`config.mk`:
```
export PLATFORM = sky130hd
export DESIGN_NAME = approach_adjuster
export DESIGN_NICKNAME = d
export VERILOG_FILES = /design/src/rtl/adj_pkg.sv /design/src/rtl/adj_compare.sv /design/src/rtl/adj_ctrl.sv /design/src/rtl/adj_datapath.sv /design/src/rtl/approach_adjuster.sv
export SDC_FILE = /design/constraint.sdc
export NUM_CORES = 1
export LEC_CHECK = 0
export BUFFER_PORTS_ARGS = -buffer_cell sky130_fd_sc_hd__buf_2
export CAP_MARGIN = 20
export CELL_PAD_IN_SITES_DETAIL_PLACEMENT = 0
export CELL_PAD_IN_SITES_GLOBAL_PLACEMENT = 2
export CORE_MARGIN = 2
export CORE_UTILIZATION = 32
export CTS_CLUSTER_DIAMETER = 80
export DETAILED_ROUTE_END_ITERATION = 16
export PLACE_DENSITY = 0.81
export SYNTH_ARGS = -nofsm -noshare
export SYNTH_HDL_FRONTEND = slang
export SYNTH_SLANG_ARGS = --single-unit
```
`constraint.sdc`:
```
create_clock -name clk -period 7.3 [get_ports clk]
set_clock_uncertainty 0.2 [all_clocks]
set_input_delay 0.73 -clock clk [delete_from_list [all_inputs] [get_ports clk]]
set_output_delay 0.73 -clock clk [all_outputs]
set_load 0.01 [all_outputs]
```
`src/rtl/adj_pkg.sv`:
```
package adj_pkg;
  typedef enum logic [2:0] {
    ST_INIT = 3'b001,
    ST_ADJ  = 3'b010,
    ST_DONE = 3'b100
  } adj_state_e;
endpackage

```
`src/rtl/adj_compare.sv`:
```
module adj_compare #(
  parameter int W = 12
) (
  input  logic [W-1:0] a,
  input  logic [W-1:0] b,
  output logic         eq,
  output logic         gt,
  output logic         lt
);
  always_comb begin
    eq = (a == b);
    gt = (a > b);
    lt = (a < b);
  end
endmodule

```
`src/rtl/adj_ctrl.sv`:
```
module adj_ctrl
  import adj_pkg::*;
(
  input  logic       clk,
  input  logic       rst,
  input  logic       start,
  input  logic       ack,
  input  logic       eq,
  input  logic       gt,
  input  logic       flag_q,
  output adj_state_e state
);
  adj_state_e nxt;
  logic       finish;

  assign finish = eq | (flag_q & gt);

  always_comb begin
    nxt = state;
    unique case (state)
      ST_INIT: if (start)  nxt = ST_ADJ;
      ST_ADJ:  if (finish) nxt = ST_DONE;
      ST_DONE: if (ack)    nxt = ST_INIT;
      default: nxt = ST_INIT;
    endcase
  end

  always_ff @(posedge clk) begin
    if (rst) state <= ST_INIT;
    else     state <= nxt;
  end


  state_onehot_chk: assert property (@(posedge clk) disable iff (rst)
    $onehot(state));


  done_hold_chk: assert property (@(posedge clk) disable iff (rst)
    (state == ST_DONE && !ack) |=> (state == ST_DONE));


  idle_hold_chk: assert property (@(posedge clk) disable iff (rst)
    (state == ST_INIT && !start) |=> (state == ST_INIT));


  adj_stay_chk: assert property (@(posedge clk) disable iff (rst)
    (state == ST_ADJ && !eq && !(flag_q && gt)) |=> (state == ST_ADJ));
endmodule

```
`src/rtl/adj_datapath.sv`:
```
module adj_datapath #(
  parameter int W      = 12,
  parameter int COARSE = 100,
  parameter int FINE   = 10
) (
  input  logic         clk,
  input  logic         rst,
  input  logic         in_init,
  input  logic         in_adj,
  input  logic [W-1:0] a_in,
  input  logic [W-1:0] b_in,
  output logic [W-1:0] a_q,
  output logic [W-1:0] b_q,
  output logic         flag_q
);
  localparam logic [W-1:0] COARSE_V = W'(COARSE);
  localparam logic [W-1:0] FINE_V   = W'(FINE);

  logic eq, gt, lt;

  adj_compare #(.W(W)) u_cmp (
    .a  (a_q),
    .b  (b_q),
    .eq (eq),
    .gt (gt),
    .lt (lt)
  );

  always_ff @(posedge clk) begin
    if (rst) begin
      a_q    <= '0;
      b_q    <= '0;
      flag_q <= 1'b0;
    end else if (in_init) begin
      a_q    <= a_in;
      b_q    <= b_in;
      flag_q <= 1'b0;
    end else if (in_adj && !eq) begin
      if (gt && !flag_q) begin
        a_q <= a_q - COARSE_V;
      end else if (lt) begin
        a_q    <= a_q + FINE_V;
        flag_q <= 1'b1;
      end
    end
  end


  coarse_step_chk: assert property (@(posedge clk) disable iff (rst)
    (in_adj && gt && !flag_q) |=> (a_q == $past(a_q) - COARSE_V));


  fine_step_chk: assert property (@(posedge clk) disable iff (rst)
    (in_adj && lt) |=> (a_q == $past(a_q) + FINE_V) && flag_q);


  done_stable_chk: assert property (@(posedge clk) disable iff (rst)
    (!in_init && !in_adj) |=> $stable(a_q) && $stable(flag_q));
endmodule

```
`src/rtl/approach_adjuster.sv`:
```
module approach_adjuster
  import adj_pkg::*;
#(
  parameter int W      = 12,
  parameter int COARSE = 100,
  parameter int FINE   = 10
) (
  input  logic         clk,
  input  logic         rst,
  input  logic         start,
  input  logic         ack,
  input  logic [W-1:0] a_in,
  input  logic [W-1:0] b_in,
  output logic [W-1:0] a_out,
  output logic         flag,
  output logic         q_init,
  output logic         q_adj,
  output logic         q_done
);
  localparam logic [W-1:0] FINE_V = W'(FINE);

  adj_state_e  state;
  logic [W-1:0] a_q, b_q;
  logic         flag_q;
  logic         eq, gt, lt;

  adj_compare #(.W(W)) u_top_cmp (
    .a  (a_q),
    .b  (b_q),
    .eq (eq),
    .gt (gt),
    .lt (lt)
  );

  adj_ctrl u_ctrl (
    .clk    (clk),
    .rst    (rst),
    .start  (start),
    .ack    (ack),
    .eq     (eq),
    .gt     (gt),
    .flag_q (flag_q),
    .state  (state)
  );

  adj_datapath #(.W(W), .COARSE(COARSE), .FINE(FINE)) u_dp (
    .clk     (clk),
    .rst     (rst),
    .in_init (state == ST_INIT),
    .in_adj  (state == ST_ADJ),
    .a_in    (a_in),
    .b_in    (b_in),
    .a_q     (a_q),
    .b_q     (b_q),
    .flag_q  (flag_q)
  );

  assign a_out  = a_q;
  assign flag   = flag_q;
  assign q_init = state[0];
  assign q_adj  = state[1];
  assign q_done = state[2];


  result_range_chk: assert property (@(posedge clk) disable iff (rst)
    $rose(q_done) |-> !lt && (flag_q ? ((a_q - b_q) < FINE_V) : eq));


  equal_start_chk: assert property (@(posedge clk) disable iff (rst)
    (q_adj && eq && !flag_q) |=> q_done && $stable(a_q) && !flag_q);
endmodule

```
==> results of run 1 <==
-- registers in the layout (all words and copies together), names as in the netlist --
register      count
u_dp.a_q         12
u_dp.b_q         12
u_ctrl.state      3
u_dp.flag_q       1
-- kinds of logic (layout without fill, tap and decap cells) --
family / count (synthesis) / count (layout)
muxes: 7 / 7
and+or+nand+nor: 96 / 96
adders and majority gates: 15 / 15
buffers and inverters: 29 / 66
xor gates and xnor gates: 2 / 2
DFF: 28 / 28
AOI/OAI and AO/OA: 56 / 56
-- routing by layer --
metal / global-route usage [%] / wire length [um]
met5: 0 / 0
met4: 3.68 / 23
met3: 2.64 / 194
met2: 25.7 / 2060
met1: 21.2 / 2230
-- report_power, final --
group          internal (W)  total [W]  switching (W)  leakage [nW]
registers          0.000190   0.000242      0.0000521         0.232
logic              0.000163   0.000378       0.000214         0.629
clock network     0.0000484   0.000101      0.0000524        0.0288
total              0.000402   0.000721       0.000319         0.889
-- cell usage in the layout (no fill, tap or decap), types with 4 or more instances in the layout --
cell and n:
ha_1 15, nand4_1 4, nand2_1 36, buf_2 43
or3_1 7, nor2_1 20, inv_1 17, clkbuf_8 4
a21oi_1 24, nand3_1 4, mux2i_1 5, a311oi_1 6
nand2b_1 4, dfxtp_1 28, nor3_1 9, o21ai_0 11
-- final cells by class --
cell class,instances,area [um^2],share of cell area [%]
Clock buffer,4,55.1,2.62
Inverter,17,63.8,3.04
Multi-Input combinational cell,176,1100,52.4
Sequential cell,28,561,26.7
Tap cell,72,90.1,4.29
Timing Repair Buffer,45,230,11.0
-- critical path, cell delays in order, from the launching register on --
cell	delay, ns
dfxtp_1	0.42
ha_1	0.37
nand4_1	0.12
nor3_1	0.34
a311o_1	0.59
mux2_4	0.35
or3_1	0.30
a311oi_1	0.25
-- worst max path at each step --
stage | from | endpoint | slack [ns] | cells after the start
2_1_floorplan | u_dp.a_q[1] | u_dp.a_q[9] | 4.71 | 9
3_3_place_gp | u_dp.a_q[1] | u_dp.a_q[7] | 4.34 | 8
3_5_place_dp | u_dp.a_q[7] | u_dp.a_q[7] | 4.33 | 7
4_1_cts | u_dp.a_q[7] | u_dp.a_q[7] | 4.30 | 7
5_1_grt | u_dp.a_q[7] | u_dp.a_q[9] | 4.03 | 7
6_report | u_dp.a_q[7] | u_dp.a_q[7] | 4.28 | 7
-- stage by stage --
step	power [W]	setup WS, ns	cells	utilization (%)	hold slack (ns)
4_1_cts	0.000731	4.30	342	38.8	0.264
3_3_place_gp	0.000627	4.34	338	37.8	0.244
6_report	0.000721	4.28	342	38.8	0.262
3_5_place_dp	0.000628	4.33	338	37.8	0.248
2_1_floorplan	0.000526	4.71	233	-	0.236
5_1_grt	0.000797	4.03	342	38.8	0.277
==> key figures, run 1 <==
Synthesis
  • Library cells used by synthesis: 40
  • Warnings from Yosys: 0
  • Synth area leaders: dfxtp_1, ha_1, nand2_1
  • Share of the synthesized area in the top cell type: 31.7%
  • Top post-synthesis cells by count: nand2_1, dfxtp_1, a21oi_1, nor2_1, inv_1
  • Post-synth EDFFs: 0
  • Most frequent cell after synthesis: nand2_1
  • Multiplexer area fraction after synthesis: 4.53%
  • Synth Flop Type: dfxtp_1
  • Register area share after synthesis: between 30% and 40%
  • Register bit total from synthesis: 28
  • Post-Synth Simple-Gate Area: 25.8%
  • Synth Area in Compound Gates: between 15 and 20%
  • Cell accounting for the most synthesized area: dfxtp_1
  • Main combinational cell family by area after synthesis: simple AND/OR/NAND/NOR gates
  • Syn avg cell area: around 7.6 um^2
  • XOR/XNOR Fraction of Synth Area: less than 1%
  • Syn Inst Count: between 200 and 250
  • Post-synthesis adder-cell area fraction: between 10% and 20%
  • Synth Cell Area: about 0.0018 mm^2
  • FFs w/ async S/R, synth: 0%
  • Net Count, Synth: around 280

Layout
  • Post-route cell area: about 0.0021 mm^2
  • P&R area growth vs syn: 18.8%
  • Nets: between 300 and 400
  • Fill cells: 601
  • Diode count: 0
  • Layout cells sized above 1: about a fifth

GRT
  • GRT Total Usage: between 15 and 20%
  • Initial antenna violation count: 0
  • Global route overflow: 0
  • First-pass GRT wire length: a little under 8000 um
  • Largest net degree at the start of global routing: 30
  • Vias in the first global route: 1591

Routing
  • Routed len/inst: approximately 13 um
  • Routed vias: 1674
  • Final WL: around 4500 um
  • Detailed Routing Iterations Pass 1: 4
  • Starting DRC count in detailed routing: 80
  • Antenna viol nets, final: 0
  • DRC viols: 0
  • Vias per inst: around 5

Placed design
  • Placed cell areas: about 0.0020 mm^2
  • Buffers added on ports: 43
  • HPWL Detailed: around 3400 um
  • GP Congestion: between 0.7 and 0.8

Timing
  • Setup_tns: 0 ns
  • Fin crit share: 41.3%
  • Top achievable clock speed: 331 MHz
  • Setup repair after global routing missed its margin: false
  • Relative max-transition margin: a little under three fifths
  • Final hold viol count: 0
  • Worst slew pin tran: approximately 0.64 ns
  • # setup viols final: 0
  • Min cycle time layout: between 3 and 4 ns
  • Max-slew violations: 0

CTS
  • Cts repair resizes: 0
  • TritonCTS buffer count: 3
  • CTS max path bufs: 2
  • TritonCTS clock tree: done
  • Later-pin clock latency in the skew report: 0.28 ns
  • Clock sinks: 28
  • # hold bufs at CTS: 0
  • Worst-path clk slew: around 0.10 ns
  • Setup Buffers After CTS: 0
  • # H-tree levels: 1
  • Clock Tree Root: clkbuf_8

Floorplan
  • Core ar.: approximately 0.0054 mm^2
  • Die Y: between 70 and 80 um
  • Die extent in x: slightly below 80 um
  • Rows: 27
  • Starting Density: between 30 and 40%
  • Die area: about 0.006 mm^2
  • IO Pins: 44

Setup path
  • Worst setup EP type: flop
  • WS Path Type: flop to flop
  • CP required: roughly 7.3 ns
  • Worst setup SP type: flop
  • FF-to-FF End: u_dp.a_q[7]
  • Critical path data arrival time: approximately 3.0 ns
  • Worst reg2reg startpoint: u_dp.a_q[7]
  • Reg2Reg Depth: 7
  • Crit-path max FO: 13
  • R2R Setup Slk: roughly 4.3 ns

Run status
  • Status: finished clean

Power and ir drop
  • PD cells: ~340 mW/mm^2
  • LEAKAGE: ~0.89 nW
  • Worst vdd ir: 0.000115 V

Worst hold path
  • Worst hold stages: 2
  • Hold EP: u_dp.b_q[6]
  • Worst hold-check path type: flop to flop
  • Hold_sp: u_dp.b_q[6]

Flow run
  • Max-cap viol count: 0
(Power assumes the default switching activity.)
==> run 2: changes to the inputs <==
--- a/config.mk
+++ b/config.mk
@@ -10,10 +10,10 @@
 export CELL_PAD_IN_SITES_DETAIL_PLACEMENT = 0
 export CELL_PAD_IN_SITES_GLOBAL_PLACEMENT = 2
 export CORE_MARGIN = 2
-export CORE_UTILIZATION = 32
+export CORE_UTILIZATION = 29
 export CTS_CLUSTER_DIAMETER = 80
 export DETAILED_ROUTE_END_ITERATION = 16
-export PLACE_DENSITY = 0.81
+export PLACE_DENSITY = 0.74
 export SYNTH_ARGS = -nofsm -noshare
 export SYNTH_HDL_FRONTEND = slang
 export SYNTH_SLANG_ARGS = --single-unit
==> constraint.sdc (replaced) <==
create_clock -name clk -period 3.06 [get_ports clk]
set_clock_uncertainty 0.2 [all_clocks]
set_input_delay 0.306 -clock clk [delete_from_list [all_inputs] [get_ports clk]]
set_output_delay 0.306 -clock clk [all_outputs]
set_load 0.01 [all_outputs]
==> key figures, run 2 (synthesized netlist as in run 1, its figures left out) <==
Layout
  • Fill cells: 673
  • Fin util: between 30% and 40%
  • Layout cells sized above 1: between 20% and 30%
  • Non-filler cells, final: ~360
  • Biggest registers after layout: u_dp.a_q (12), u_dp.b_q (12), u_ctrl.state (3)
  • Seq. cell area: approximately 560 um^2
  • Nets: 326
  • Footprint of the multi-input gates: approximately 0.0011 mm^2
  • Post-route cell area: 0.00222 mm^2
  • P&R area growth vs syn: 25.4%
  • Commonest non-fill, non-tap cell in the layout: buf_2
  • Diode count: 0
  • Most frequent cells in the layout: buf_2, nand2_1, dfxtp_1, a21oi_1, nor2_1

GRT
  • Global route overflow: 0
  • Largest net degree at the start of global routing: 30
  • Vias in the first global route: approximately 1700
  • First-pass GRT wire length: around 7900 um
  • GRT Total Usage: around 15%
  • Initial antenna violation count: 0

Setup path
  • Crit-path max FO: 10
  • Critical path data arrival time: about 2.9 ns
  • Worst reg2reg startpoint: u_dp.a_q[1]
  • CP max-delay cell: a311o_2
  • Worst setup SP type: flop
  • WS Path Type: flop to flop
  • WP buf/inv: 1
  • Crit-path cells: ha_1 > nor2b_1 > o211ai_1 > a211o_1 > a311o_2 > buf_4 > mux2i_1 > or3_1 > a311oi_2
  • CP required: between 3 and 4 ns
  • Setup crit start: u_dp.a_q[1]
  • Worst setup EP type: flop
  • Top cell family by delay on the critical path: compound AO/OA/AOI/OAI gates
  • Delay of the slowest critical-path stage: approximately 0.43 ns

Power and ir drop
  • PD cells: around 850 mW/mm^2
  • Worst vdd ir: 0.000280 V
  • LEAKAGE: ~0.96 nW

Routing
  • Routed vias: roughly 1800
  • Vias per inst: 4.96
  • Routed len/inst: around 14 um
  • DRC viols: 0
  • Antenna viol nets, final: 0
  • Final WL: just under 5000 um
  • Starting DRC count in detailed routing: approximately 50
  • Detailed Routing Iterations Pass 1: 4

Timing
  • Fin crit share: around 93%
  • Max-slew violations: 0
  • # setup viols final: 0
  • Relative max-transition margin: a little over half
  • Min cycle time layout: between 2 and 3 ns
  • Worst slew pin tran: 0.680 ns
  • Setup_tns: 0 ns
  • Final hold slack: 0.0124 ns
  • Final hold viol count: 0
  • Setup repair after global routing missed its margin: false
  • Top achievable clock speed: 351 MHz

CTS
  • # H-tree levels: 1
  • Worst-path clk slew: around 0.1 ns
  • Clock sinks: 28
  • Clock Tree Root: clkbuf_8
  • Later-pin clock latency in the skew report: approximately 0.28 ns
  • # hold bufs at CTS: 0
  • CTS max path bufs: 2
  • TritonCTS clock tree: done
  • TritonCTS buffer count: 3

Placed design
  • Cells after DPL: 353
  • GP Congestion: between 0.8 and 0.9
  • HPWL Detailed: 3730 um
  • Placed cell areas: ~0.0021 mm^2
  • Buffers added on ports: between 40 and 50

Worst hold path
  • Hold_sp: a_in[4]
  • Worst hold-check path type: input pin to flop

Floorplan
  • Rows: 28
  • Starting Density: about 30%
  • Die extent in x: approximately 82 um
  • Core ar.: between 0.005 and 0.006 mm^2
  • Die Y: 82.1 um
  • Die area: between 0.006 and 0.007 mm^2
  • IO Pins: 44

Run status
  • Status: finished clean

Flow run
  • Max-cap viol count: 0
## run 2: changes by cell type in the layout (fill, tap and decap cells not counted)
cell       delta
bufinv_16     +1
buf_4        +12
clkbuf_8      -1
a311oi_2      +1
a311oi_1      -1
a311o_2       +1
a311o_1       -1
## run 2: per-stage QoR
stage / setup slack (ns) / power, W
after floorplan: 0.470 / 0.00125
after global placement: 0.184 / 0.00159
after detailed placement: 0.190 / 0.00159
after CTS: 0.138 / 0.00190
after global routing: 0.0470 / 0.00206
final: 0.213 / 0.00188
## run 2: final timing paths
| path | endpoint | depth (start not counted) | slack [ns] |
|---|---|---|---|
| setup / recovery | u_dp.a_q[8] | 9 | 0.21 |
| setup reg to reg | u_dp.a_q[8] | 9 | 0.21 |
| hold reg to reg | u_dp.b_q[2] | 2 | 0.26 |
| hold / removal | u_dp.a_q[4] | 3 | 0.01 |
## run 2: where the power goes
part / leakage (nW) / internal [W] / switching (W)
sequential: 0.232 / 0.000454 / 0.0000953
clock: 0.0357 / 0.000175 / 0.000126
combinational: 0.691 / 0.000450 / 0.000576
total: 0.958 / 0.00108 / 0.000797
## run 2: layout make-up
cell class / count / area share [%]
timing repair buffer: 57 / 14.4
clock buffer: 3 / 1.86
multi-input combinational: 176 / 49.9
clock inverter: 1 / 1.35
sequential: 28 / 25.3
tap: 75 / 4.23
inverter: 17 / 2.88
## run 2: timing repair
item,CTS,global route
gates resized for setup,0,2
setup buffers,0,0
endpoints found under the setup margin,0,7
## run 2: layer usage
layer | vias up | global-route usage, % | share of wire, %
met2 | 34 | 25.4 | 46
met3 | 4 | 2.86 | 3.5
met1 | 805 | 20.4 | 49
li1 | 929 | - | -
met4 | 0 | 4.17 | 0.59
met5 | - | 0 | 0
## run 2: worst reg2reg max path: stages, from the launching register on
cell and delay (ns):
dfxtp_1 0.38, ha_1 0.32, nor2b_1 0.13, o211ai_1 0.10, a211o_1 0.31, a311o_2 0.43, buf_4 0.20, mux2i_1 0.13
or3_1 0.33, a311oi_2 0.25
==> run 3: changes to the inputs <==
--- a/config.mk
+++ b/config.mk
@@ -5,6 +5,7 @@
 export SDC_FILE = /design/constraint.sdc
 export NUM_CORES = 1
 export LEC_CHECK = 0
+export ABC_AREA = 1
 export BUFFER_PORTS_ARGS = -buffer_cell sky130_fd_sc_hd__buf_2
 export CAP_MARGIN = 20
 export CELL_PAD_IN_SITES_DETAIL_PLACEMENT = 0
@@ -13,7 +14,8 @@
 export CORE_UTILIZATION = 29
 export CTS_CLUSTER_DIAMETER = 80
 export DETAILED_ROUTE_END_ITERATION = 16
-export PLACE_DENSITY = 0.74
+export MAX_ROUTING_LAYER = met4
+export PLACE_DENSITY = 0.75
 export SYNTH_ARGS = -nofsm -noshare
 export SYNTH_HDL_FRONTEND = slang
 export SYNTH_SLANG_ARGS = --single-unit
==> key figures, run 3 <==
Timing
  • Worst slew pin tran: 0.558 ns
  • Top achievable clock speed: 403 MHz
  • Max-slew violations: 0
  • Final hold viol count: 0
  • Relative max-transition margin: a little over three fifths
  • Setup_tns: 0 ns
  • Fin crit share: 81.2%
  • Min cycle time layout: 2.48 ns
  • # setup viols final: 0
  • Setup repair after global routing missed its margin: false
  • Final WS setup: 0.576 ns

CTS
  • TritonCTS clock tree: done
  • Setup Buffers After CTS: 0
  • Later-pin clock latency in the skew report: roughly 0.28 ns
  • # H-tree levels: 1
  • TritonCTS buffer count: 3
  • Clock sinks: 28
  • # hold bufs at CTS: 0
  • Clock Tree Root: clkbuf_8
  • CTS max path bufs: 2
  • Worst-path clk slew: approximately 0.11 ns
  • Cts repair resizes: 0

Setup path
  • Critical path data arrival time: 2.46 ns
  • CP required: around 3.0 ns
  • CP max-delay cell: dfxtp_1
  • Worst setup SP type: flop
  • Crit-path cells: ha_1 > nand2_1 > inv_1 > nand2_1 > nand2_1 > a21oi_1 > nand3_2 > nand2_4 > clkinv_2 > a21oi_1 > a21oi_1
  • Crit-path max FO: 11
  • WS Path Type: flop to flop
  • Worst setup EP type: flop
  • Delay of the slowest critical-path stage: 0.55 ns

GRT
  • Initial antenna violation count: 0
  • GRT Total Usage: approximately 17%
  • Largest net degree at the start of global routing: 25
  • Vias in the first global route: about 1900
  • First-pass GRT wire length: 9700 um
  • Global route overflow: 0

Routing
  • DRC viols: 0
  • Vias per inst: 4.56
  • Detailed Routing Iterations Pass 1: 4
  • Routed vias: 2045
  • Routed len/inst: roughly 13 um
  • Final WL: between 5000 and 6000 um
  • Antenna viol nets, final: 0
  • Starting DRC count in detailed routing: 84

Worst hold path
  • Worst hold-check path type: input pin to flop

Floorplan
  • Rows: 30
  • Starting Density: between 30% and 40%
  • Die area: around 0.008 mm^2
  • Core ar.: 0.00687 mm^2
  • IO Pins: 44
  • Die Y: 88.6 um
  • Die extent in x: 88.6 um

Synthesis
  • Syn Inst Count: 313
  • Synth Cell Area: slightly above 0.002 mm^2
  • Top post-synthesis cells by count: nand2_1, a21oi_1, inv_1, dfxtp_1, nand3_1
  • FFs w/ async S/R, synth: 0%
  • Synth area leaders: dfxtp_1, nand2_1, a21oi_1
  • Cell accounting for the most synthesized area: dfxtp_1
  • Share of the synthesized area in the top cell type: a little over a quarter
  • Net Count, Synth: 356
  • Library cells used by synthesis: 31
  • Syn avg cell area: approximately 6.6 um^2
  • Register area share after synthesis: between 20% and 30%
  • Warnings from Yosys: 0
  • Post-synth EDFFs: 0
  • Synth Flop Type: dfxtp_1
  • Register bit total from synthesis: 28
  • Most frequent cell after synthesis: nand2_1

Layout
  • Commonest non-fill, non-tap cell in the layout: nand2_1
  • Fin util: a little over a third
  • Layout cells sized above 1: a little over a fifth
  • P&R area growth vs syn: 16.6%
  • Fill cells: about 790
  • Nets: ~400
  • Biggest registers after layout: u_dp.a_q (12), u_dp.b_q (12), u_ctrl.state (3)
  • Most frequent cells in the layout: nand2_1, buf_2, inv_1, a21oi_1, dfxtp_1
  • Diode count: 0

Power and ir drop
  • Internal: about 0.0014 W
  • PD cells: around 1200 mW/mm^2
  • Comb pwr share: 68.9%
  • Flop pwr share: between 20% and 30%
  • LEAKAGE: 1.18 nW
  • Net Sw Frac: 53.9%
  • Sw power: approximately 0.0016 W
  • Clock power frac: a little over 8%
  • Worst vdd ir: about 0.00043 V

Placed design
  • Buffers added on ports: 43
  • HPWL Detailed: between 4000 and 5000 um
  • GP Congestion: 0.753
  • Pre-CTS setup slack: between 0.6 and 0.7 ns

Flow run
  • Max-cap viol count: 0

Run status
  • Status: finished clean
==> run 3: final timing paths <==
kind / from / end / slack, ns / cells past startpoint
setup / recovery: u_dp.a_q[7] / u_dp.a_q[5] / 0.58 / 11
hold reg to reg: u_dp.b_q[10] / u_dp.b_q[10] / 0.27 / 2
hold / removal: b_in[0] / u_dp.b_q[0] / 0.08 / 3
setup reg to reg: u_dp.a_q[7] / u_dp.a_q[5] / 0.58 / 11
==> run 3: critical path, delay by kind of cell, from the launching register on <==
family,cells,cell delay (ns)
AND/OR/NAND/NOR,5,0.70
flip-flops,1,0.55
AO/OA/AOI/OAI,3,0.39
adder cells (fa/ha/maj),1,0.32
buffers and inverters,2,0.20
==> run 3: cell type report <==
class	instances	area (um^2)	area share [%]
inverters	45	170	7.03
flip-flops and latches	28	561	23.2
well taps	96	120	4.96
clock buffers	4	55.1	2.28
multi-input cells	228	1270	52.4
repair buffers	47	245	10.1
==> run 3: cell families (layout without fill, tap and decap cells) <==
group | Yosys count | after routing | share of synthesized area (%)
simple gates | 141 | 141 | 31.9
buf+inv | 57 | 96 | 11.8
fa+ha+maj | 15 | 15 | 9.05
xor+xnor | 11 | 11 | 4.64
flops | 28 | 28 | 27.0
compound gates | 61 | 61 | 15.6
==> run 3: routing by layer <==
| metal | up-vias | track usage (%) | wire, um |
|---|---|---|---|
| met1 | 908 | 22.8 | 2980 |
| li1 | 1091 | - | - |
| met5 | - | - | 0 |
| met3 | 2 | 2.80 | 233 |
| met2 | 44 | 26.5 | 2720 |
| met4 | 0 | 1.65 | 19 |
==> run 3: power by group through the flow <==
stage / Sequential [W] / Clock (W) / Combinational [W]
after floorplan: 0.000668 / 0 / 0.00161
after global placement: 0.000685 / 0 / 0.00207
after detailed placement: 0.000685 / 0 / 0.00205
after CTS: 0.000677 / 0.000254 / 0.00207
after global routing: 0.000696 / 0.000264 / 0.00237
final: 0.000673 / 0.000246 / 0.00204
==> run 3: metrics by stage <==
stage / hold slack [ns] / total power (W) / cell area [um^2] / std cells
after floorplan: 0.233 / 0.00228 / 2070 / 313
after global placement: 0.249 / 0.00276 / 2360 / 444
after detailed placement: 0.255 / 0.00274 / 2360 / 444
after CTS: 0.0668 / 0.00300 / 2420 / 448
after global routing: 0.0923 / 0.00333 / 2420 / 448
final: 0.0764 / 0.00296 / 2420 / 448
